**config.mk**
```make
export PLATFORM = sky130hd
export DESIGN_NAME = i2c_byte_master
export DESIGN_NICKNAME = d
export VERILOG_FILES = /design/src/rtl/i2cm_pkg.sv /design/src/rtl/i2cm_tick.sv /design/src/rtl/i2cm_regs.sv /design/src/rtl/i2cm_engine.sv /design/src/rtl/i2c_byte_master.sv
export SDC_FILE = /design/constraint.sdc
export NUM_CORES = 1
export LEC_CHECK = 0
export ABC_AREA = 1
export BUFFER_PORTS_ARGS = -buffer_cell sky130_fd_sc_hd__buf_2
export CAP_MARGIN = 20
export CORE_UTILIZATION = 48
export CTS_BUF_LIST = sky130_fd_sc_hd__clkbuf_8
export DETAILED_ROUTE_END_ITERATION = 10
export PLACE_DENSITY = 0.71
export SLEW_MARGIN = 10
export SYNTH_ARGS = -nofsm -noshare
export SYNTH_HDL_FRONTEND = slang
export SYNTH_SLANG_ARGS = --single-unit
```
**constraint.sdc**
```tcl
create_clock -name clk -period 2.92 [get_ports clk]
set_clock_uncertainty 0.15 [all_clocks]
set_input_delay 0.438 -clock clk [delete_from_list [all_inputs] [get_ports clk]]
set_output_delay 0.438 -clock clk [all_outputs]
set_load 0.05 [all_outputs]
```
**src/rtl/i2cm_pkg.sv**
```systemverilog
package i2cm_pkg;
  localparam logic [3:0] OFS_DIV  = 4'h0;
  localparam logic [3:0] OFS_CTRL = 4'h4;
  localparam logic [3:0] OFS_STAT = 4'h8;
  localparam logic [3:0] OFS_TXD  = 4'hC;

  localparam int CB_EN    = 0;
  localparam int CB_ACK   = 1;
  localparam int CB_STOP  = 2;
  localparam int CB_START = 3;

  typedef struct packed {
    logic start;
    logic stop;
    logic ack_lvl;
    logic en;
  } ctrl_t;

  typedef enum logic [3:0] {
    PH_IDLE,
    PH_RS_LOW,
    PH_ST_HIGH,
    PH_ST_SDA,
    PH_BIT_LO,
    PH_BIT_HI,
    PH_SP_LO,
    PH_SP_HI,
    PH_SP_REL
  } phase_t;
endpackage

```
**src/rtl/i2cm_tick.sv**
```systemverilog
module i2cm_tick #(
  parameter int DIV_W = 16
) (
  input  logic             clk,
  input  logic             rst_n,
  input  logic             run,
  input  logic             clr,
  input  logic [DIV_W-1:0] limit,
  output logic             tick
);
  logic [DIV_W-1:0] cnt;
  logic [DIV_W-1:0] lim_eff;

  // a half-phase is never shorter than two cycles
  assign lim_eff = (limit == '0) ? DIV_W'(1) : limit;
  assign tick    = run && !clr && (cnt >= lim_eff);

  always_ff @(posedge clk) begin
    if (!rst_n) cnt <= '0;
    else if (clr || !run || tick) cnt <= '0;
    else cnt <= cnt + 1'b1;
  end

  // two ticks never arrive back to back
  assert_no_double_tick_R1: assert property (@(posedge clk) disable iff (!rst_n)
    tick |=> !tick);
endmodule

```
**src/rtl/i2cm_regs.sv**
```systemverilog
module i2cm_regs import i2cm_pkg::*; #(
  parameter int              BUS_W   = 32,
  parameter int              DIV_W   = 16,
  parameter logic [DIV_W-1:0] DIV_RST = 16'h01F3,
  parameter int              BYTE_W  = 8
) (
  input  logic              clk,
  input  logic              rst_n,
  input  logic              wr_en,
  input  logic [3:0]        addr,
  input  logic [BUS_W/8-1:0] be,
  input  logic [BUS_W-1:0]  wdata,
  output logic [BUS_W-1:0]  rdata,
  output ctrl_t             ctl,
  output logic [DIV_W-1:0]  div,
  output logic              accept,
  output logic [BYTE_W-1:0] tx_byte,
  output logic              tx_rd,
  input  logic              busy,
  input  logic              finish,
  input  logic              clr_start,
  input  logic              clr_stop,
  input  logic              ack_rcv,
  input  logic [BYTE_W-1:0] rx_byte
);
  localparam int STAT_W = BYTE_W + 8;

  logic ctl_wr;
  logic div_wr;
  logic done;
  logic [STAT_W-1:0] stat_word;
  wire unused_wdata = ^wdata[BUS_W-1:DIV_W];

  assign ctl_wr  = wr_en && (addr == OFS_CTRL);
  assign div_wr  = wr_en && (addr == OFS_DIV) && (be == '1);
  assign accept  = wr_en && (addr == OFS_TXD) && ctl.en && !busy;
  assign tx_byte = wdata[BYTE_W-1:0];
  assign tx_rd   = wdata[BYTE_W];

  always_ff @(posedge clk) begin
    if (!rst_n) begin
      ctl  <= '0;
      div  <= DIV_RST;
      done <= 1'b0;
    end else begin
      if (div_wr) div <= wdata[DIV_W-1:0];
      if (ctl_wr) begin
        ctl.en      <= wdata[CB_EN];
        ctl.ack_lvl <= wdata[CB_ACK];
        ctl.stop    <= wdata[CB_STOP];
        ctl.start   <= wdata[CB_START];
      end
      if (clr_start) ctl.start <= 1'b0;
      if (clr_stop)  ctl.stop  <= 1'b0;
      if (accept)      done <= 1'b0;
      else if (finish) done <= 1'b1;
    end
  end

  assign stat_word = {rx_byte, 5'b0, ack_rcv, done, busy};

  always_comb begin
    unique case (addr)
      OFS_DIV:  rdata = BUS_W'(div);
      OFS_CTRL: rdata = BUS_W'({ctl.start, ctl.stop, ctl.ack_lvl, ctl.en});
      OFS_STAT: rdata = BUS_W'(stat_word);
      default:  rdata = '0;
    endcase
  end

  assert_div_fullword_R3: assert property (@(posedge clk) disable iff (!rst_n)
    (wr_en && addr == OFS_DIV && be != '1) |=> $stable(div));
  assert_launch_status_R6: assert property (@(posedge clk) disable iff (!rst_n)
    accept |=> (busy && !done));
  assert_done_on_finish_R7: assert property (@(posedge clk) disable iff (!rst_n)
    finish |=> done);
endmodule

```
**src/rtl/i2cm_engine.sv**
```systemverilog
module i2cm_engine import i2cm_pkg::*; #(
  parameter int BYTE_W = 8
) (
  input  logic              clk,
  input  logic              rst_n,
  input  logic              en,
  input  logic              tick,
  input  logic              launch,
  input  logic [BYTE_W-1:0] tx_byte,
  input  logic              tx_rd,
  input  logic              use_start,
  input  logic              use_stop,
  input  logic              ack_lvl,
  input  logic              sda_in,
  output logic              busy,
  output logic              scl_oe,
  output logic              sda_oe,
  output logic              finish,
  output logic              clr_start,
  output logic              clr_stop,
  output logic              ack_rcv,
  output logic [BYTE_W-1:0] rx_byte
);
  localparam int BCW = $clog2(BYTE_W + 1);
  localparam logic [BCW-1:0] ACK_SLOT = BCW'(BYTE_W);

  phase_t           st;
  logic             held;
  logic             rd;
  logic             start_lat;
  logic             ack_lat;
  logic [BYTE_W-1:0] shreg;
  logic [BCW-1:0]   bcnt;
  logic             bit_pull;
  logic             sda_pull;
  logic             last_slot;

  assign busy      = (st != PH_IDLE);
  assign last_slot = (bcnt == ACK_SLOT);
  assign finish    = en && tick &&
                     ((st == PH_BIT_HI && last_slot && !use_stop) || st == PH_SP_REL);
  assign clr_start = finish && start_lat;
  assign clr_stop  = en && tick && (st == PH_SP_REL);

  always_comb begin
    if (last_slot) bit_pull = rd ? !ack_lat : 1'b0;
    else           bit_pull = rd ? 1'b0 : !shreg[BYTE_W-1];
  end

  always_comb begin
    scl_oe   = 1'b0;
    sda_pull = 1'b0;
    unique case (st)
      PH_IDLE:    scl_oe = held;
      PH_RS_LOW:  scl_oe = 1'b1;
      PH_ST_HIGH: ;
      PH_ST_SDA:  sda_pull = 1'b1;
      PH_BIT_LO:  begin scl_oe = 1'b1; sda_pull = bit_pull; end
      PH_BIT_HI:  sda_pull = bit_pull;
      PH_SP_LO:   begin scl_oe = 1'b1; sda_pull = 1'b1; end
      PH_SP_HI:   sda_pull = 1'b1;
      default:    ;
    endcase
  end

  // SDA trails the phase by one cycle so it never moves on an SCL edge
  always_ff @(posedge clk) begin
    if (!rst_n) sda_oe <= 1'b0;
    else        sda_oe <= en && sda_pull;
  end

  always_ff @(posedge clk) begin
    if (!rst_n) begin
      st        <= PH_IDLE;
      held      <= 1'b0;
      rd        <= 1'b0;
      start_lat <= 1'b0;
      ack_lat   <= 1'b1;
      shreg     <= '0;
      bcnt      <= '0;
      ack_rcv   <= 1'b0;
      rx_byte   <= '0;
    end else if (!en) begin
      st   <= PH_IDLE;
      held <= 1'b0;
    end else begin
      unique case (st)
        PH_IDLE: if (launch) begin
          shreg     <= tx_byte;
          rd        <= tx_rd;
          start_lat <= use_start;
          ack_lat   <= ack_lvl;
          bcnt      <= '0;
          if (use_start) st <= held ? PH_RS_LOW : PH_ST_HIGH;
          else           st <= PH_BIT_LO;
        end
        PH_RS_LOW:  if (tick) st <= PH_ST_HIGH;
        PH_ST_HIGH: if (tick) st <= PH_ST_SDA;
        PH_ST_SDA:  if (tick) st <= PH_BIT_LO;
        PH_BIT_LO:  if (tick) st <= PH_BIT_HI;
        PH_BIT_HI: if (tick) begin
          if (last_slot) begin
            ack_rcv <= sda_in;
            if (use_stop) st <= PH_SP_LO;
            else begin
              st   <= PH_IDLE;
              held <= 1'b1;
            end
          end else begin
            if (rd) rx_byte <= {rx_byte[BYTE_W-2:0], sda_in};
            shreg <= shreg << 1;
            bcnt  <= bcnt + 1'b1;
            st    <= PH_BIT_LO;
          end
        end
        PH_SP_LO: if (tick) st <= PH_SP_HI;
        PH_SP_HI: if (tick) st <= PH_SP_REL;
        PH_SP_REL: if (tick) begin
          st   <= PH_IDLE;
          held <= 1'b0;
        end
        default: st <= PH_IDLE;
      endcase
    end
  end

  assert_abort_releases_R11: assert property (@(posedge clk) disable iff (!rst_n)
    !en |=> (st == PH_IDLE && !scl_oe && !sda_oe));
  assert_sda_still_in_high_R12: assert property (@(posedge clk) disable iff (!rst_n)
    (st == PH_BIT_HI && $past(st) == PH_BIT_HI) |-> $stable(sda_oe));
endmodule

```
**src/rtl/i2c_byte_master.sv**
```systemverilog
module i2c_byte_master import i2cm_pkg::*; #(
  parameter int              DIV_W   = 16,
  parameter logic [DIV_W-1:0] DIV_RST = 16'h01F3,
  parameter int              BYTE_W  = 8
) (
  input  logic        clk,
  input  logic        rst_n,
  input  logic        bus_wr,
  input  logic [3:0]  bus_addr,
  input  logic [3:0]  bus_be,
  input  logic [31:0] bus_wdata,
  output logic [31:0] bus_rdata,
  output logic        scl_oe,
  output logic        sda_oe,
  input  logic        sda_in
);
  localparam int BUS_W = 32;

  ctrl_t             ctl;
  logic [DIV_W-1:0]  div;
  logic              accept;
  logic [BYTE_W-1:0] tx_byte;
  logic              tx_rd;
  logic              busy;
  logic              finish;
  logic              clr_start;
  logic              clr_stop;
  logic              ack_rcv;
  logic [BYTE_W-1:0] rx_byte;
  logic              tick;

  i2cm_regs #(
    .BUS_W(BUS_W), .DIV_W(DIV_W), .DIV_RST(DIV_RST), .BYTE_W(BYTE_W)
  ) u_regs (
    .clk(clk), .rst_n(rst_n), .wr_en(bus_wr), .addr(bus_addr), .be(bus_be),
    .wdata(bus_wdata), .rdata(bus_rdata), .ctl(ctl), .div(div),
    .accept(accept), .tx_byte(tx_byte), .tx_rd(tx_rd), .busy(busy),
    .finish(finish), .clr_start(clr_start), .clr_stop(clr_stop),
    .ack_rcv(ack_rcv), .rx_byte(rx_byte)
  );

  i2cm_tick #(.DIV_W(DIV_W)) u_tick (
    .clk(clk), .rst_n(rst_n), .run(busy), .clr(accept), .limit(div), .tick(tick)
  );

  i2cm_engine #(.BYTE_W(BYTE_W)) u_engine (
    .clk(clk), .rst_n(rst_n), .en(ctl.en), .tick(tick), .launch(accept),
    .tx_byte(tx_byte), .tx_rd(tx_rd), .use_start(ctl.start),
    .use_stop(ctl.stop), .ack_lvl(ctl.ack_lvl), .sda_in(sda_in),
    .busy(busy), .scl_oe(scl_oe), .sda_oe(sda_oe), .finish(finish),
    .clr_start(clr_start), .clr_stop(clr_stop), .ack_rcv(ack_rcv),
    .rx_byte(rx_byte)
  );
endmodule

```
==> impl_results.md <==
* Filler-free cell count of the finished design at 707
* Number of enable flip-flop cells after synthesis at 0
* Final critical delay including setup and external delays at 2630 ps
* Lkg Pwr at 0.00200 uW
* Post-DRT Antenna Nets at 0
* Clock latency on the worst-skew pair at 340 ps
* Pin count of the biggest net entering global routing at 27
* Buffers from clock root to sink, at most at 2
* Signal arrival time at the worst endpoint at 2720 ps
* Final hold slack at 189 ps
* Setup Buffers After CTS at 0
* GRT Residual Overflow at 0
* FP Rows at 32
* CTS root buf: clkbuf_8
* Number of hold-slack violations in the final timing report at 0
* Via/cell ratio at 5.10
* Global-route wire length before repair at 14,700 um
* Layout cells sized above 1 at 0.165
* Cts-stage hold buffer count at 0
* Gr usage total at 0.217
* Cells after Synth at 557
* Ratio of final minimum period to clock period at 0.900
* Maximum fanout along the worst path at 15
* Number of instances in the placed design at 691
* Main flop type after synthesis: dfxtp_1
* Reg-to-reg slack, setup at 290 ps
* Category of cells accounting for the largest share of critical-path delay: simple AND/OR/NAND/NOR gates
* Type of the worst setup path: reg2reg
* Starting density of the core at 0.504
* # resized after CTS at 0
* Sequential element share of the synthesized area at 0.341
* Diode insertion count for antenna repair at 0
* Fill cells at 786
* Max Cap Viol at 0
* Slew at the pin with the worst max-slew slack at 694 ps
* Height of the die at 92.5 um
* Crit-path slowest cell: o41ai_1
* Nature of the critical path startpoint: register
* Clock slew seen by the registers of the worst setup and hold paths at 80 ps
* # H-tree levels at 3
* IR drop worst, VDD at 219 uV
* Mean routed wirelength per cell at 12.5 um
* Ys async rst share at 0
* Detailed-placement wirelength estimate at 6680 um
* Number of antenna violations at the first check in global routing at 0
* Via count of the first global-routing pass at 3,232
* Cells along the critical path: inv_1 > nand4_1 > o41ai_1 > ha_1 > nand4_1 > nor2_1 > nor2_1 > nand2_1 > nand2_1 > nand2_1 > nand2_2 > nand2_4 > nand3_4 > nand2_1 > nand2_1 > nor2_1
* Number of optimization iterations in the first detailed-route pass at 4
* Total negative slack for setup checks at 0 ps
* IO buf count at 45
* DRT Wirelength at 8840 um
* Core Area at 7810 um2
* Longest individual stage delay on the worst path at 400 ps
* Fmax at 380 MHz
* Initial DRC Count at 220
* Number of distinct library cells after synthesis at 42
* # setup viols final at 0
* Post-synthesis instance area at 3930 um2
* Unrepaired setup endpoints after global routing: false
* Chip Width at 92.5 um
* Outcome: finished, final reports clean
* Mapped Avg Cell Area at 7.06 um2
* Clock tree sinks at 67
* # nets final at 663
* Hold WC Path Type: in2reg
* Post-route standard cell area excluding fillers at 4330 um2
* Final Max Tran Viols at 0
* Most used cell along the critical path: nand2_1
* Kind of capture point of the worst setup path: register
* Clock tree from TritonCTS: done
* Drc violations at 0
* Clock buffer count from CTS at 9
* RePlAce Congestion at 0.928
* Number of top-level pins at 78
* Register bit total from synthesis at 67
* Slack of the critical path at 291 ps
* Total vias in the final route at 3,606
* Minimum setup slack after placement at 280 ps
* CP Data Required Time at 3010 ps
* Area grow syn2layout at 10.2%
* Worst path bufs/invs at 1
* Synth warnings at 0
* Post-place instance area at 4140 um2
* Die area at 8560 um2
* Relative max-transition margin at 0.536
* Ratio of total power to cell area at 409 nW/um2
cell type report:
class                      instances  area [um2]  share of cell area
multi-input combinational        377        2060               0.475
sequential                        67        1340               0.309
inverter                          96         360              0.0831
timing repair buffer              49         255              0.0589
clock buffer                      12         165              0.0381
tap                              102         128              0.0294
clock inverter                     4        25.0             0.00577
registers in the layout, summed over array words and instances (netlist names):
signal and cells:
u_engine.ack_lat 1, u_engine.sda_oe 1, u_engine.ack_rcv 1, u_regs.ctl 4, u_engine.shreg 8, u_engine.start_lat 1
u_regs.div 16, u_regs.done 1, u_tick.cnt 16, u_engine.held 1, u_engine.rx_byte 8, u_engine.rd 1
u_engine.bcnt 4, u_engine.st 4
Yosys cell counts (2+ instances only):
cell	number	area, um2
a21oi_1	36	180
a31oi_1	2	12.5
buf_4	17	128
buf_6	4	45.0
clkbuf_1	9	33.8
dfxtp_1	67	1340
ha_1	19	238
inv_1	88	330
inv_2	8	30.0
nand2_1	113	424
nand2_2	5	31.3
nand3_1	14	70.1
nand3_4	2	35.0
nand4_1	23	144
nor2_1	45	169
nor2_2	9	56.3
nor2_4	5	56.3
nor3_1	10	50.1
nor3b_1	6	45.0
nor4_1	2	12.5
o211ai_1	8	60.1
o21ai_0	31	155
o21ai_1	2	10.0
o221ai_1	4	35.0
o22ai_1	9	56.3
xnor2_1	2	17.5
xor2_1	2	17.5
kinds of logic after synthesis:
| logic type | share of synthesized area |
|---|---|
| AND/OR/NAND/NOR | 0.294 |
| buffers and inverters | 0.150 |
| AO/OA/AOI/OAI | 0.144 |
| flip-flops | 0.341 |
| adder cells (fa/ha/maj) | 0.0605 |
| XOR/XNOR | 0.00891 |
| other | 0.000954 |
cells in the final DEF, fill, tap and decap left out, types with 4 or more instances in the layout:
master / instances
nor2_1: 44
nand2_2: 5
nor2_4: 5
inv_2: 8
nor2_2: 10
a21oi_1: 36
o21ai_0: 31
ha_1: 19
clkbuf_8: 12
conb_1: 16
nor3b_1: 6
o211ai_1: 8
dfxtp_1: 67
nand3_1: 14
o22ai_1: 9
buf_4: 4
inv_1: 89
buf_2: 45
nand2_1: 113
nor3_1: 10
nand4_1: 23
o221ai_1: 4
through the flow:
step | utilization | power (uW)
after floorplan | - | 1040
after global placement | 0.530 | 1060
after detailed placement | 0.530 | 1060
after CTS | 0.555 | 1790
after global routing | 0.555 | 1840
final | 0.555 | 1770
tightest hold or removal path, delay by kind of cell:
family                 cells  cell delay, ps
and+or+nand+nor            2             120
buffers and inverters      1              90
report_power, final:
group          switching [uW]  internal [uW]
clock network             358            375
logic                    96.2           26.6
registers                1.62            915
total                     456           1320
metal layers:
metal  share of wire  vias to the layer above  GRT usage
li1                -                     1863          -
met1            0.48                     1618      0.291
met2            0.44                      109      0.336
met3           0.059                       16     0.0525
met4           0.020                        0     0.0833
met5               0                        -          0
final timing paths:
kind             startpoint           endpoint  cells after the start
max          u_regs.div[11]  u_engine.shreg[1]                     16
min                  sda_in   u_engine.ack_rcv                      3
max reg2reg  u_regs.div[11]  u_engine.shreg[1]                     16
min reg2reg   u_tick.cnt[0]      u_tick.cnt[0]                      1
Note: power is estimated with default switching activity, not from simulation.
